`src/rtl/tc8_pkg.sv`:
```
package tc8_pkg;

  // register port addresses
  localparam logic [2:0] A_CNT  = 3'd0;
  localparam logic [2:0] A_CMP0 = 3'd1;
  localparam logic [2:0] A_CMP1 = 3'd2;
  localparam logic [2:0] A_CTRL = 3'd3;
  localparam logic [2:0] A_FLAG = 3'd4;
  localparam logic [2:0] A_MASK = 3'd5;

  localparam int NCMP        = 2;
  localparam int NFLAG       = NCMP + 1;
  localparam int FLG_OVF     = 0;
  localparam int FLG_CMP0    = 1;
  localparam int SYNC_STAGES = 2;
  localparam int CTRL_W      = 4;

  typedef struct packed {
    logic mode_ud;   // bit 3
    logic top_sel;   // bit 2
    logic edge_fall; // bit 1
    logic src_ext;   // bit 0
  } tc8_ctrl_t;

endpackage

```
`src/rtl/tc8_pin_sync.sv`:
```
module tc8_pin_sync #(
  parameter int STAGES = 2
) (
  input  logic clk,
  input  logic rst_n,
  input  logic pin,
  input  logic edge_fall,
  output logic pulse
);

  localparam int LEN = STAGES + 1;

  logic [LEN-1:0] chain_q;
  logic [LEN-1:0] chain_d;

  always_comb begin
    chain_d = {chain_q[LEN-2:0], pin};
  end

  always_ff @(posedge clk or negedge rst_n) begin
    if (!rst_n) chain_q <= '0;
    else        chain_q <= chain_d;
  end

  // chain_q[STAGES-1] is the synchronised level, chain_q[STAGES] its history
  always_comb begin
    if (edge_fall) pulse = ~chain_q[STAGES-1] &  chain_q[STAGES];
    else           pulse =  chain_q[STAGES-1] & ~chain_q[STAGES];
  end

  a_r4_single_pulse: assert property (@(posedge clk) disable iff (!rst_n)
    pulse |=> !pulse);

endmodule

```
`src/rtl/tc8_counter.sv`:
```
module tc8_counter #(
  parameter int W = 8
) (
  input  logic         clk,
  input  logic         rst_n,
  input  logic         tick,
  input  logic         wr,
  input  logic [W-1:0] wdata,
  input  logic         mode_ud,
  input  logic [W-1:0] top,
  output logic [W-1:0] cnt,
  output logic         ovf_evt,
  output logic         cmp_en
);

  localparam logic [W-1:0] ZERO = '0;
  localparam logic [W-1:0] MAXV = '1;
  localparam logic [W-1:0] ONE  = {{(W-1){1'b0}}, 1'b1};

  logic [W-1:0] cnt_q, cnt_d;
  logic         down_q, down_d;
  logic         skip_q, skip_d;

  always_comb begin
    cnt_d   = cnt_q;
    down_d  = down_q;
    skip_d  = skip_q;
    ovf_evt = 1'b0;
    cmp_en  = 1'b0;
    if (wr) begin
      cnt_d  = wdata;
      skip_d = 1'b1;
    end else if (tick) begin
      skip_d = 1'b0;
      cmp_en = !skip_q;
      if (!mode_ud) begin
        down_d = 1'b0;
        if (cnt_q == top || cnt_q == MAXV) begin
          cnt_d   = ZERO;
          ovf_evt = 1'b1;
        end else begin
          cnt_d = cnt_q + ONE;
        end
      end else if (!down_q) begin
        if (cnt_q >= top) begin
          down_d = 1'b1;
          cnt_d  = (cnt_q == ZERO) ? ZERO : cnt_q - ONE;
        end else begin
          cnt_d = cnt_q + ONE;
        end
      end else begin
        if (cnt_q == ZERO) begin
          down_d  = 1'b0;
          ovf_evt = 1'b1;
          cnt_d   = (top == ZERO) ? ZERO : ONE;
        end else begin
          cnt_d = cnt_q - ONE;
        end
      end
    end
  end

  always_ff @(posedge clk or negedge rst_n) begin
    if (!rst_n) begin
      cnt_q  <= '0;
      down_q <= 1'b0;
      skip_q <= 1'b0;
    end else begin
      cnt_q  <= cnt_d;
      down_q <= down_d;
      skip_q <= skip_d;
    end
  end

  assign cnt = cnt_q;

  a_r11_write_wins: assert property (@(posedge clk) disable iff (!rst_n)
    wr |=> cnt_q == $past(wdata));

  a_r5_wrap_at_top: assert property (@(posedge clk) disable iff (!rst_n)
    (tick && !wr && !mode_ud && cnt_q == top) |=> cnt_q == ZERO);

  a_r3_hold_idle: assert property (@(posedge clk) disable iff (!rst_n)
    (!tick && !wr) |=> $stable(cnt_q));

  a_r7_bottom_turn: assert property (@(posedge clk) disable iff (!rst_n)
    (tick && !wr && mode_ud && down_q && cnt_q == ZERO) |=> !down_q);

endmodule

```
`src/rtl/tc8_cmp_unit.sv`:
```
module tc8_cmp_unit #(
  parameter int W = 8
) (
  input  logic         clk,
  input  logic         rst_n,
  input  logic         cmp_en,
  input  logic [W-1:0] cnt,
  input  logic [W-1:0] cmp_val,
  output logic         match,
  output logic         wave
);

  logic wave_q, wave_d;

  always_comb begin
    match  = cmp_en && (cnt == cmp_val);
    wave_d = wave_q;
    if (match) wave_d = ~wave_q;
  end

  always_ff @(posedge clk or negedge rst_n) begin
    if (!rst_n) wave_q <= 1'b0;
    else        wave_q <= wave_d;
  end

  assign wave = wave_q;

  a_r8_toggle_on_match: assert property (@(posedge clk) disable iff (!rst_n)
    match |=> wave_q != $past(wave_q));

  a_r8_hold_no_match: assert property (@(posedge clk) disable iff (!rst_n)
    !match |=> $stable(wave_q));

endmodule

```
`src/rtl/tc8_dual_cmp.sv`:
```
module tc8_dual_cmp
  import tc8_pkg::*;
#(
  parameter int W = 8
) (
  input  logic         clk,
  input  logic         rst_n,
  input  logic         presc_tick,
  input  logic         ext_pin,
  input  logic         wr_en,
  input  logic [2:0]   wr_addr,
  input  logic [W-1:0] wr_data,
  input  logic [2:0]   rd_addr,
  output logic [W-1:0] rd_data,
  output logic         wave_a,
  output logic         wave_b,
  output logic         irq
);

  // reset: asserted asynchronously, released on the clock
  logic [1:0] rsync_q;
  logic       rst_ns;

  always_ff @(posedge clk or negedge rst_n) begin
    if (!rst_n) rsync_q <= '0;
    else        rsync_q <= {rsync_q[0], 1'b1};
  end
  assign rst_ns = rsync_q[1];

  // register state
  tc8_ctrl_t        ctrl_q, ctrl_d;
  logic [NFLAG-1:0] flag_q, flag_d;
  logic [NFLAG-1:0] mask_q, mask_d;
  logic [W-1:0]     cmp_q [NCMP];
  logic [NCMP-1:0]  match;
  logic [NCMP-1:0]  wave;
  logic [NFLAG-1:0] evt;

  logic         ext_pulse;
  logic         tick_sel;
  logic [W-1:0] top_val;
  logic [W-1:0] cnt;
  logic         ovf_evt;
  logic         cmp_en;
  logic         wr_cnt;

  assign wr_cnt = wr_en && (wr_addr == A_CNT);

  tc8_pin_sync #(.STAGES(SYNC_STAGES)) u_sync (
    .clk       (clk),
    .rst_n     (rst_ns),
    .pin       (ext_pin),
    .edge_fall (ctrl_q.edge_fall),
    .pulse     (ext_pulse)
  );

  always_comb begin
    tick_sel = ctrl_q.src_ext ? ext_pulse : presc_tick;
    top_val  = ctrl_q.top_sel ? cmp_q[0] : {W{1'b1}};
  end

  tc8_counter #(.W(W)) u_cnt (
    .clk     (clk),
    .rst_n   (rst_ns),
    .tick    (tick_sel),
    .wr      (wr_cnt),
    .wdata   (wr_data),
    .mode_ud (ctrl_q.mode_ud),
    .top     (top_val),
    .cnt     (cnt),
    .ovf_evt (ovf_evt),
    .cmp_en  (cmp_en)
  );

  for (genvar i = 0; i < NCMP; i++) begin : g_cmp
    logic         cmp_wr;
    logic [W-1:0] cmp_d;

    always_comb begin
      cmp_wr = wr_en && (wr_addr == (A_CMP0 + 3'(i)));
      cmp_d  = cmp_wr ? wr_data : cmp_q[i];
    end

    always_ff @(posedge clk or negedge rst_ns) begin
      if (!rst_ns) cmp_q[i] <= '0;
      else         cmp_q[i] <= cmp_d;
    end

    tc8_cmp_unit #(.W(W)) u_unit (
      .clk     (clk),
      .rst_n   (rst_ns),
      .cmp_en  (cmp_en),
      .cnt     (cnt),
      .cmp_val (cmp_q[i]),
      .match   (match[i]),
      .wave    (wave[i])
    );

    assign evt[FLG_CMP0+i] = match[i];

    a_r9_cmp_flag_set: assert property (@(posedge clk) disable iff (!rst_ns)
      match[i] |=> flag_q[FLG_CMP0+i]);
  end

  assign evt[FLG_OVF] = ovf_evt;

  // control, mask and flag next state
  always_comb begin
    ctrl_d = ctrl_q;
    mask_d = mask_q;
    flag_d = flag_q;
    if (wr_en && wr_addr == A_CTRL) ctrl_d = tc8_ctrl_t'(wr_data[CTRL_W-1:0]);
    if (wr_en && wr_addr == A_MASK) mask_d = wr_data[NFLAG-1:0];
    if (wr_en && wr_addr == A_FLAG) flag_d = flag_q & ~wr_data[NFLAG-1:0];
    flag_d = flag_d | evt;
  end

  always_ff @(posedge clk or negedge rst_ns) begin
    if (!rst_ns) begin
      ctrl_q <= '0;
      mask_q <= '0;
      flag_q <= '0;
    end else begin
      ctrl_q <= ctrl_d;
      mask_q <= mask_d;
      flag_q <= flag_d;
    end
  end

  // read port
  always_comb begin
    case (rd_addr)
      A_CNT:   rd_data = cnt;
      A_CMP0:  rd_data = cmp_q[0];
      A_CMP1:  rd_data = cmp_q[1];
      A_CTRL:  rd_data = {{(W-CTRL_W){1'b0}}, ctrl_q};
      A_FLAG:  rd_data = {{(W-NFLAG){1'b0}}, flag_q};
      A_MASK:  rd_data = {{(W-NFLAG){1'b0}}, mask_q};
      default: rd_data = '0;
    endcase
  end

  assign irq    = |(flag_q & mask_q);
  assign wave_a = wave[0];
  assign wave_b = wave[1];

  a_r9_ovf_flag_set: assert property (@(posedge clk) disable iff (!rst_ns)
    ovf_evt |=> flag_q[FLG_OVF]);

  a_r3_pin_ignored: assert property (@(posedge clk) disable iff (!rst_ns)
    (!ctrl_q.src_ext && !presc_tick && !wr_cnt) |=> $stable(cnt));

endmodule

```
`config.mk`:
```
export PLATFORM = sky130hd
export DESIGN_NAME = tc8_dual_cmp
export DESIGN_NICKNAME = d
export VERILOG_FILES = /design/src/rtl/tc8_pkg.sv /design/src/rtl/tc8_pin_sync.sv /design/src/rtl/tc8_counter.sv /design/src/rtl/tc8_cmp_unit.sv /design/src/rtl/tc8_dual_cmp.sv
export SDC_FILE = /design/constraint.sdc
export NUM_CORES = 1
export LEC_CHECK = 0
export BUFFER_PORTS_ARGS = -buffer_cell sky130_fd_sc_hd__buf_2
export CAP_MARGIN = 30
export CORE_ASPECT_RATIO = 1.4
export CORE_MARGIN = 1.5
export CORE_UTILIZATION = 55
export CTS_CLUSTER_DIAMETER = 150
export CTS_CLUSTER_SIZE = 25
export DETAILED_ROUTE_END_ITERATION = 8
export PLACE_DENSITY = 0.75
export SYNTH_ARGS = -nofsm -noshare
export SYNTH_HDL_FRONTEND = slang
export SYNTH_SLANG_ARGS = --single-unit
export TNS_END_PERCENT = 10
```
`constraint.sdc`:
```
create_clock -name clk -period 1.8 [get_ports clk]
set_clock_uncertainty 0.1 [all_clocks]
set_input_delay 0.27 -clock clk [delete_from_list [all_inputs] [get_ports clk]]
set_output_delay 0.27 -clock clk [all_outputs]
set_load 0.01 [all_outputs]
```
==> qor.yml <==
sta:
  timing.fmax_ghz: 0.4102
  post-route-min-period_ps: 2438
  finalSetupViolations: 15
  finalCritPeriodShare_pct: 135.4
  slew_viol_final: 0
  hold_viol: 0
  rsz0062_at_grt: "yes"
  setup_ws_ps: -637.6
  holdWs_ps: 123.5
clocking:
  clockRootBuffer: "clkbuf_8"
  htree_levels: 2
  cts.sinks: 43
  path_clk_slew_ps: 80
  clk_latency_ps: 300
  cts_made_buffers: 5
  clockBufferDepth: 2
  cts_tree: "done"
setup_path:
  crit_arrival_ps: 2510
  r2r_end: "u_cnt.cnt[4]"
  cp-startpoint: "ctrl_q[2]"
  worstPathRequired_ps: 1870
  path_class: "flop to flop"
  rr_startpoint: "ctrl_q[2]"
  r2r_slack_ps: -640
  reg2regPathDepth: 8
  crit_fanout: 6
  cp-start-kind: "flop"
  cp-end-kind: "flop"
synthesis:
  yosys_warnings: 0
  syn_inst: 303
  synth_fp_nets: 333
  netlist_area_um2: 3002
  synth-async-reset-ratio_pct: 100.0
  synth_edf_count: 0
  ys_seq_area_share_pct: 35.85
  synth.distinct_cells: 67
  synth_flop_cell: "dfrtp_1"
  ys_seq_elements: 43
  syn_area_per_cell_um2: 9.906
grt:
  grt_pass1_wl_um: 13610
  gr-usage-all-layers_pct: 30.39
  grt_pass1_vias: 2756
  grt_antenna_before_repair: 0
  grt_overflow: 0
  grt_start_max_net_pins: 22
status:
  outcome: "complete, but fails checks"
  violations: "negative setup slack"
detailed_routing:
  post-route-drc-count: 0
  ant_nets: 0
  dr.pass1.iters: 5
  routed_wirelength_um: 8642
  vias: 2771
  wl_per_cell_um: 19.38
  avgViaCountPerCell: 6.213
  drtIter0Drc: 138
die:
  start_util_pct: 57.75
  dieArea_um2: 5916
  pin_count: 30
  rows: 31
  core_area_um2: 5197
  die-width_um: 65.44
  die_h_um: 90.41
min_path:
  hp-class: "flop to asynchronous set/reset pin"
pwr:
  p_leak_nw: 1.728
  irDropWorstVdd_v: 0.0009146
  powerDensity_nw_per_um2: 1351
  finalPower_mw: 5.292
layout:
  area_growth_pct: 30.51
  fillers: 385
  drive_above_1_share_pct: 41.84
  final_common_cell: "buf_4"
  nets: 409
  final_area_um2: 3918
  diodes: 0
  layout_common_cells: "buf_4, dfrtp_1, buf_2"
place:
  dpl_cell_area_um2: 3576
  hpwlAfterDp_um: 6349
  pre_cts_slack_ps: -664.7
  gp_congestion: 0.9631
  port_buffers: 29
job:
  cap_violations: 0
-- metal layers --
layer / track usage (%) / routed length [um]
met1: 36.87 / 3320
met2: 50.51 / 4330
met3: 5.611 / 562
met4: 15.63 / 429
met5: 0 / 0
-- cell type report --
type / count / area, um2 / share of cell area (%)
clock buffer: 7 / 86.33 / 2.204
clock inverter: 1 / 8.758 / 0.2236
inverter: 8 / 30.03 / 0.7665
multi-input combinational: 235 / 1994 / 50.91
sequential: 43 / 1079 / 27.53
tap: 66 / 82.58 / 2.108
timing repair buffer: 86 / 636.9 / 16.26
-- power by group --
group | switching (mW) | internal, mW
Clock | 0.336 | 0.315
Combinational | 1.57 | 1.58
Sequential | 0.262 | 1.23
Total | 2.16 | 3.13
-- per-stage QoR --
| step | cells | utilization (%) | TNS [ps] |
|---|---|---|---|
| detailed placement | 433 | 68.80 | -6317 |
| global placement | 433 | 68.80 | -5428 |
| finish | 446 | 75.37 | -5595 |
| floorplan | 303 | - | -3588 |
| CTS | 444 | 72.44 | -5615 |
| global route | 446 | 75.37 | -6738 |
-- flip-flops by register name (all words and copies together) (netlist names) --
signal / count
u_cnt.cnt: 8
g_cmp.u_unit.wave: 2
u_cnt.down_q: 1
ctrl_q: 4
u_sync.chain_q: 3
mask_q: 3
cmp_q: 16
flag_q: 3
rsync_q: 2
u_cnt.skip_q: 1
-- cells by family (layout without fill, tap and decap cells) --
kind of cell | after synthesis | in the layout | synth area share [%]
compound gates | 57 | 58 | 15.71
fa+ha+maj | 11 | 11 | 4.585
mux | 35 | 35 | 13.13
other cells | 1 | 1 | 0.1249
flops | 43 | 43 | 35.85
buf+inv | 26 | 102 | 3.835
xor+xnor | 24 | 24 | 7.003
simple gates | 106 | 106 | 19.76
-- repair_timing --
action	in CTS	in global routing
gates cloned	1	0
pin swaps	9	11
setup endpoints to repair	19	21
hold endpoints to repair	3	0
buffers inserted	0	2
hold buffers	2	0
gates resized for setup	15	30
-- worst max-delay path by stage --
stage	end	slack (ps)	cells after the start
after floorplan	u_cnt.cnt[4]	-450	9
after global placement	u_cnt.cnt[7]	-560	8
after detailed placement	u_cnt.cnt[4]	-660	8
after CTS	u_cnt.cnt[4]	-620	8
after global routing	u_cnt.cnt[2]	-700	8
final	u_cnt.cnt[4]	-640	8
-- worst max-delay path: stages (launching register included) --
cell and delay [ps]:
dfrtp_2 450, nor2b_4 140, ha_2 160, or3_4 410
a2111oi_4 270, o21a_2 270, nor3_4 80, a221oi_1 320
a21oi_1 120
-- synthesized netlist by cell type (5+ instances only) --
cell      count  area share, %
inv_1         8            1.0
nand2_1      18            2.3
a21oi_1      13            2.2
nand4_1       5            1.0
mux2i_1       9            3.0
dfrtp_1      43             36
mux2_2       25            9.4
nor3_1        6            1.0
clkbuf_1     12            1.5
ha_1         11            4.6
and3_1       10            2.1
xnor2_1      21            6.1
nor2_1       26            3.3
nand3_1       7            1.2
nor2b_1       9            1.9
(Power assumes the default switching activity.)
